===== config.mk =====
export PLATFORM = sky130hd
export DESIGN_NAME = port_conn_tracker
export DESIGN_NICKNAME = d
export VERILOG_FILES = /design/src/rtl/pct_pkg.sv /design/src/rtl/pct_settle.sv /design/src/rtl/pct_debounce.sv /design/src/rtl/pct_chg_bit.sv /design/src/rtl/port_conn_tracker.sv
export SDC_FILE = /design/constraint.sdc
export NUM_CORES = 1
export LEC_CHECK = 0
export ABC_CLOCK_PERIOD_IN_PS = 2200
export CAP_MARGIN = 15
export CORE_AREA = 2 2 60 62
export DETAILED_ROUTE_END_ITERATION = 10
export DIE_AREA = 0 0 62 64
export SKIP_CTS_REPAIR_TIMING = 1
export SYNTH_ARGS = -nofsm -noshare
export SYNTH_HDL_FRONTEND = slang
export SYNTH_SLANG_ARGS = --single-unit

===== constraint.sdc =====
create_clock -name clk_i -period 2.2 [get_ports clk_i]
set_input_delay 0.33 -clock clk_i [delete_from_list [all_inputs] [get_ports clk_i]]
set_output_delay 0.33 -clock clk_i [all_outputs]
set_load 0.005 [all_outputs]

===== src/rtl/pct_pkg.sv =====
`timescale 1ns/1ps
package pct_pkg;
  localparam int unsigned STAT_W       = 16;
  localparam int unsigned CONN_BIT     = 0;
  localparam int unsigned CONN_CHG_BIT = 1;
  localparam int unsigned EN_BIT       = 2;
  localparam int unsigned EN_CHG_BIT   = 3;
  localparam int unsigned LS_BIT       = 8;
  localparam int unsigned N_CHG        = 2;

  typedef enum logic {
    PH_SETTLE = 1'b0,
    PH_RUN    = 1'b1
  } phase_e;
endpackage


===== src/rtl/pct_settle.sv =====
`timescale 1ns/1ps
module pct_settle import pct_pkg::*; #(
  parameter int unsigned SETTLE_TICKS = 64
) (
  input  logic clk_i,
  input  logic rst_ni,
  input  logic hc_reset_i,
  input  logic tick_i,
  output logic run_o,
  output logic detect_o
);
  localparam int unsigned CW = $clog2(SETTLE_TICKS + 1);
  localparam logic [CW-1:0] LAST = CW'(SETTLE_TICKS - 1);

  phase_e        phase_q;
  logic [CW-1:0] cnt_q;

  always_ff @(posedge clk_i or negedge rst_ni) begin
    if (!rst_ni) begin
      phase_q <= PH_SETTLE;
      cnt_q   <= '0;
    end else if (hc_reset_i) begin
      phase_q <= PH_SETTLE;
      cnt_q   <= '0;
    end else if (phase_q == PH_SETTLE && tick_i) begin
      if (cnt_q == LAST) begin
        phase_q <= PH_RUN;
        cnt_q   <= '0;
      end else begin
        cnt_q <= cnt_q + 1'b1;
      end
    end
  end

  assign run_o    = (phase_q == PH_RUN) && !hc_reset_i;
  assign detect_o = (phase_q == PH_SETTLE) && !hc_reset_i && tick_i && (cnt_q == LAST);
endmodule


===== src/rtl/pct_debounce.sv =====
`timescale 1ns/1ps
module pct_debounce #(
  parameter int unsigned STABLE_TICKS = 4
) (
  input  logic clk_i,
  input  logic rst_ni,
  input  logic run_i,
  input  logic tick_i,
  input  logic present_i,
  input  logic conn_i,
  output logic commit_o
);
  localparam int unsigned CW = $clog2(STABLE_TICKS + 1);
  localparam logic [CW-1:0] LAST = CW'(STABLE_TICKS - 1);

  logic [CW-1:0] cnt_q;
  logic          differ;

  assign differ = present_i ^ conn_i;

  always_ff @(posedge clk_i or negedge rst_ni) begin
    if (!rst_ni) begin
      cnt_q <= '0;
    end else if (!run_i || !differ) begin
      cnt_q <= '0;
    end else if (tick_i) begin
      cnt_q <= (cnt_q == LAST) ? '0 : cnt_q + 1'b1;
    end
  end

  assign commit_o = run_i && differ && tick_i && (cnt_q == LAST);
endmodule


===== src/rtl/pct_chg_bit.sv =====
`timescale 1ns/1ps
module pct_chg_bit (
  input  logic clk_i,
  input  logic rst_ni,
  input  logic set_i,
  input  logic clr_i,
  output logic q_o
);
  always_ff @(posedge clk_i or negedge rst_ni) begin
    if (!rst_ni)     q_o <= 1'b0;
    else if (set_i)  q_o <= 1'b1;  // hardware set wins
    else if (clr_i)  q_o <= 1'b0;
  end
endmodule


===== src/rtl/port_conn_tracker.sv =====
`timescale 1ns/1ps
module port_conn_tracker import pct_pkg::*; #(
  parameter int unsigned SETTLE_TICKS = 64,
  parameter int unsigned STABLE_TICKS = 4
) (
  input  logic              clk_i,
  input  logic              rst_ni,
  input  logic              bit_tick_i,
  input  logic              dev_present_i,
  input  logic              dev_low_speed_i,
  input  logic              hc_reset_i,
  input  logic              wr_en_i,
  input  logic [STAT_W-1:0] wr_data_i,
  output logic [STAT_W-1:0] status_o,
  output logic              conn_o,
  output logic              conn_chg_o,
  output logic              en_o,
  output logic              en_chg_o,
  output logic              low_speed_o
);
  localparam logic [STAT_W-1:0] WR_USED =
    STAT_W'((1 << EN_BIT) | (1 << CONN_CHG_BIT) | (1 << EN_CHG_BIT));

  logic conn_q, en_q, ls_q;
  logic run, detect, commit;
  logic [N_CHG-1:0] chg_set, chg_clr, chg_q;
  logic unused_wr;

  assign unused_wr = ^(wr_data_i & ~WR_USED);

  pct_settle #(.SETTLE_TICKS(SETTLE_TICKS)) u_settle (
    .clk_i(clk_i), .rst_ni(rst_ni), .hc_reset_i(hc_reset_i),
    .tick_i(bit_tick_i), .run_o(run), .detect_o(detect)
  );

  pct_debounce #(.STABLE_TICKS(STABLE_TICKS)) u_deb (
    .clk_i(clk_i), .rst_ni(rst_ni), .run_i(run), .tick_i(bit_tick_i),
    .present_i(dev_present_i), .conn_i(conn_q), .commit_o(commit)
  );

  always_ff @(posedge clk_i or negedge rst_ni) begin
    if (!rst_ni) begin
      conn_q <= 1'b0;
      en_q   <= 1'b0;
      ls_q   <= 1'b0;
    end else if (hc_reset_i) begin
      conn_q <= 1'b0;
      en_q   <= 1'b0;
      ls_q   <= 1'b0;
    end else if (detect || commit) begin
      conn_q <= dev_present_i;
      ls_q   <= dev_present_i & dev_low_speed_i;
      if (!dev_present_i) en_q <= 1'b0;
    end else if (wr_en_i) begin
      en_q <= wr_data_i[EN_BIT] & conn_q;
    end
  end

  // index 0: connect-change, index 1: enable-change
  assign chg_set[0] = hc_reset_i || (detect && dev_present_i) || commit;
  assign chg_set[1] = hc_reset_i || (commit && !dev_present_i && en_q);
  assign chg_clr[0] = wr_en_i && wr_data_i[CONN_CHG_BIT];
  assign chg_clr[1] = wr_en_i && wr_data_i[EN_CHG_BIT];

  for (genvar g = 0; g < N_CHG; g++) begin : g_chg
    pct_chg_bit u_bit (
      .clk_i(clk_i), .rst_ni(rst_ni),
      .set_i(chg_set[g]), .clr_i(chg_clr[g]), .q_o(chg_q[g])
    );
  end

  always_comb begin
    status_o               = '0;
    status_o[CONN_BIT]     = conn_q;
    status_o[CONN_CHG_BIT] = chg_q[0];
    status_o[EN_BIT]       = en_q;
    status_o[EN_CHG_BIT]   = chg_q[1];
    status_o[LS_BIT]       = ls_q;
  end

  assign conn_o      = conn_q;
  assign conn_chg_o  = chg_q[0];
  assign en_o        = en_q;
  assign en_chg_o    = chg_q[1];
  assign low_speed_o = ls_q;
endmodule


Yosys cells after proc, flatten, opt, wreduce, memory -nomap -nowiden
Cells that the tools add are included.
{"block": "classes", "add_sub_neg": 2, "mul": 0, "n_eq_ne": 3, "div_mod_pow": 0, "n_reduce_logical": 31, "magnitude_cmp": 0, "muxes": 21, "bitwise": 4, "shift": 0}
{"cell": "$mux W7", "count": 3}
{"cell": "$mux W1", "count": 15}
{"cell": "$logic_and A1 B1 Y1", "count": 13}
{"cell": "$reduce_bool A2 Y1", "count": 6}
{"cell": "$mux W3", "count": 3}
{"cell": "$add A7 B1 Y7 const B", "count": 1}
{"cell": "$eq A7 B6 Y1 const B", "count": 1}
{"cell": "$logic_or A1 B1 Y1", "count": 5}
{"cell": "$logic_not A1 Y1", "count": 4}
{"cell": "$reduce_and A2 Y1", "count": 2}
{"cell": "$add A3 B1 Y3 const B", "count": 1}
{"cell": "$eq A3 B2 Y1 const B", "count": 1}
{"cell": "$ne A3 B3 Y1 const B", "count": 1}
{"cell": "$reduce_bool A3 Y1", "count": 1}
{"cell": "$and A1 B1 Y1", "count": 2}
{"cell": "$not A1 Y1", "count": 1}
{"cell": "$xor A1 B1 Y1", "count": 1}
{"block": "word_totals", "rom_bits": 0, "mem_count": 0, "latchBits": 0, "ramBits": 0, "elab_cells": 69, "regBits": 16, "out_inout_bits": 21}

Longest topological paths before layout
{"block": "logic_depth", "depth_word": 9, "ltp_mapped": 5}

Cells and area by module
Synthesis repeated with hierarchy kept, for this count alone.
{"block": "unflattened", "hier_cells": 99, "hier_area_um2": 957.2}
{"mod": "pct_settle", "area_per_inst_um2": 421.7, "seq_area_each_um2": 200.2, "cells_per_inst": 41, "n_inst": 1}
{"mod": "port_conn_tracker", "area_per_inst_um2": 302.8, "seq_area_each_um2": 75.1, "cells_per_inst": 36, "n_inst": 1}
{"mod": "pct_debounce", "area_per_inst_um2": 160.2, "seq_area_each_um2": 75.1, "cells_per_inst": 16, "n_inst": 1}
{"mod": "pct_chg_bit", "area_per_inst_um2": 36.3, "seq_area_each_um2": 25.0, "cells_per_inst": 3, "n_inst": 2}

Worst setup path before layout
No wires, ideal clock.
{"block": "synth_timing", "path_type": "register to register", "startpoint": "reg u_deb.cnt_q[0]", "endpoint": "reg conn_q, in the netlist conn_o", "arrival_time_ps": 1385, "stages_incl_launch_ff": 6, "setup_time_ps": 120, "synth_period_minus_slack_ps": 1505, "t_required_ps": 2080, "path_slack_ps": 695, "cell_sequence": "dfrtp_1 ha_1 and3b_2 and4_1 o211a_1 a31o_2"}
{"block": "synth_via", "elab_chain_cells": 4}
{"item": "from (decl)", "line": "pct_debounce.sv:16", "text": "logic [CW-1:0] cnt_q;"}
{"item": "from (signal assigned)", "line": "pct_debounce.sv:27", "text": "cnt_q <= (cnt_q == LAST) ? '0 : cnt_q + 1'b1;"}
{"item": "$eq A3 B2 Y1", "line": "pct_debounce.sv:31", "text": "assign commit_o = run_i && differ && tick_i && (cnt_q == LAST);"}
{"item": "$logic_and A1 B1 Y1", "line": "pct_debounce.sv:31"}
{"item": "$logic_or A1 B1 Y1", "line": "port_conn_tracker.sv:50", "text": "end else if (detect || commit) begin"}
{"item": "$reduce_bool A2 Y1 (no source line)"}
{"item": "to (signal assigned)", "line": "port_conn_tracker.sv:51", "text": "conn_q <= dev_present_i;"}
{"item": "to (decl)", "line": "port_conn_tracker.sv:24", "text": "logic conn_q, en_q, ls_q;"}
Every way passes these cells.
A chain may end at the register's enable or synchronous reset.

Worst setup path after layout
{"block": "layout_timing", "startpoint": "reg conn_q, in the netlist conn_o", "endpoint": "out conn_o"}
{"item": "to (decl)", "line": "port_conn_tracker.sv:15", "text": "output logic conn_o,"}
No word-level cell between the ends.

==> summary.txt <==
Finish
  • Final core utilization: 0.355
  • Final nets: approximately 140
  • Area delta synth->final: 21.4%
  • FILL cells: 330
  • Layout cell share with drive strength beyond 1: 0.120
  • Antenna diodes: 0
  • Post-route cell area: between 1000 and 1500 µm²
  • Finished Layout Cells: 163

Timing
  • Final Hold Vio Count: 0
  • Slew Viols, Final: 0
  • Clock skew: 0.0130 ns
  • Final worst path period need: between 1.5 and 2 ns
  • Crit share post-route: 0.732
  • Setup TNS: 0 ns
  • Final setup violation count: 0
  • Max Clk Rate: ~620 MHz
  • RSZ-0062 raised after global routing: false
  • Slew margin rel.: 0.511
  • Worst-margin pin slew: around 0.73 ns

Synthesis
  • Simple-Gate Fraction of Synth Area: 0.239
  • Synth Area in XOR/XNOR: 0.0365
  • Adder-Cell Fraction of Synth Area: 0.0261
  • Post-synthesis register bit count: 16
  • Synthesized area: 960 µm²
  • Syn_area_per_cell: between 9 and 10 µm²
  • Post-synth cell types: 34
  • Asr flop ratio synth: 1.00
  • Mux cell area share after synthesis: 0.0117
  • Complex-gate fraction of the synthesized area: 0.129
  • Dominant cells by area after synthesis: dfrtp_1, buf_4, nand2_1
  • Warning count from the yosys run: 0
  • Largest family of logic cells by synthesized area: simple AND/OR/NAND/NOR gates
  • Sequential-to-total area share from yosys stat: 0.417
  • Mapped Cells: 100
  • EDFF count, synth: 0
  • Cell taking the most area after synthesis: dfrtp_1
  • Top cells by count, synth: buf_4, dfrtp_1, nand2_1
  • Top FF cell, synth: dfrtp_1
  • Yosys top cell area share: 0.417

Setup path
  • CP arrival: between 1 and 1.5 ns
  • Crit end category: output port
  • Max FO, Critical Path: 5
  • Crit-path max cell delay: 0.54 ns
  • Critical Path Start Type: register
  • Worst Path Buf+Inv: 1
  • Largest delay contributor family on the critical path: buffers and inverters
  • CP required: around 1.9 ns
  • Critical path cell sequence: clkdlybuf4s50_1
  • WS Path Type: reg2out
  • Slowest CP cell: clkdlybuf4s50_1

Power
  • LEAKAGE: ~0.52 nW
  • Worst VDD drop: approximately 0.36 mV
  • P per Cell Area: between 400 and 500 nW/µm²

Clocking
  • TritonCTS Sinks: 16
  • Clock slew seen by the registers of the worst setup and hold paths: ~0.11 ns
  • Worst-Skew Late Latency: ~0.30 ns
  • CTS Buffer Depth: 2
  • Htree depth: 1
  • CTS buffer count: 3
  • Root Driver: clkbuf_4
  • CTS tree: done

Global routing
  • Initial antenna violation count: 0
  • GR Util All Layers: 0.102
  • Vias in the first global route: 684
  • First-pass GRT wire length: roughly 3000 µm
  • Largest net degree at the start of global routing: 17
  • GRT overflow: 0

Floorplan
  • Die X: a little over 60 µm
  • Top-level port count: between 40 and 50
  • Row count: 21
  • Die Height: roughly 64 µm
  • Initial Utilization: 0.292
  • Die ar.: 3970 µm²
  • Total core area: 3280 µm²

Drt
  • Iter 0 DRT Violations: 39
  • Vias: about 730
  • DRC violations left: 0
  • DR pass1 iterations: 3
  • Drt wl/cell: around 11 µm
  • Final WL: about 1800 µm
  • Routed vias/inst: about 4.5
  • Antenna Nets Post-Route: 0

Outcome
  • Run status: finished, final reports clean

Placed design
  • Placed Cells: 159
  • Placed cell areas: 1130 µm²
  • RD Place Congestion: 0.773
  • Dpl hpwl: between 1000 and 1500 µm
  • Port Buffers: 19

Min path
  • Hold WC Path Type: in2async

Job
  • Max-cap violations: 0
==> cell families (layout without fill, tap and decap cells) <==
family	Yosys count	in the layout
multiplexers	1	1
AND/OR/NAND/NOR	41	41
other	1	11
AO/OA/AOI/OAI	16	16
adder cells (fa/ha/maj)	2	2
buffers and inverters	19	26
flip-flops	16	16
XOR/XNOR	4	4
==> report_power, final <==
part	leakage, nW	switching, mW	internal, mW	total [mW]
Clock	0.0210	0.0997	0.101	0.201
Sequential	0.214	0.00484	0.300	0.304
Combinational	0.283	0.0327	0.0321	0.0648
==> worst paths after layout <==
kind | startpoint | to | slack [ns] | cells past startpoint
setup / recovery | conn_o | conn_o | 0.59 | 1
hold / removal | rst_ni | u_settle.cnt_q[4] | 0.46 | 1
setup reg to reg | u_deb.cnt_q[0] | conn_o | 0.61 | 5
min in group clk_i | u_deb.cnt_q[2] | u_deb.cnt_q[2] | 0.51 | 2
hold reg to reg | u_deb.cnt_q[2] | u_deb.cnt_q[2] | 0.51 | 2
max in group asynchronous | rst_ni | u_deb.cnt_q[2] | 1.27 | 1
==> area by class of cell <==
class                      count  area [µm²]  area share
clock buffer                   4        36.3      0.0311
sequential                    16         400       0.344
timing repair buffer          20         198       0.170
multi-input combinational     75         465       0.400
tap                           46        57.6      0.0494
inverter                       2        7.51     0.00644
==> per-stage QoR <==
step	power [mW]	hold slack (ns)	setup WS, ns
after floorplan	0.352	0.0344	0.695
after global placement	0.374	0.497	0.286
after detailed placement	0.375	0.503	0.283
after CTS	0.578	0.466	0.567
after global routing	0.602	0.493	0.510
final	0.570	0.456	0.589
==> worst reg2reg max path, delay by kind of cell (launching register included) <==
kind | cells | cell delay [ns]
simple gates | 2 | 0.43
compound gates | 2 | 0.43
flops | 1 | 0.41
fa+ha+maj | 1 | 0.23
==> registers in the layout, summed over array words and instances, names as in the netlist <==
register	count
u_settle.cnt_q	7
u_deb.cnt_q	3
g_chg.u_bit.q_o	2
conn_o	1
en_o	1
low_speed_o	1
u_settle.phase_q	1
==> layer usage <==
layer | part of all wire | GRT usage | vias up
li1 | - | - | 360
met1 | 0.48 | 0.126 | 347
met2 | 0.46 | 0.164 | 23
met3 | 0.055 | 0.0364 | 2
met4 | 0.0060 | 0.0319 | 0
met5 | 0 | 0 | -
==> cells in the final DEF (no fill, tap or decap), types with 2 or more instances in the layout <==
master            n
o21ai_0           5
dfrtp_1          16
conb_1           11
xor2_1            3
o211a_1           2
nor3_1            3
nor2_1            7
inv_1             2
clkbuf_4          3
ha_1              2
and2b_2           2
nand4_1           2
nand3_1           4
a31oi_1           2
clkdlybuf4s50_1  19
nand2b_1          2
nand2_1          13
Note: power is estimated with default switching activity, not from simulation.
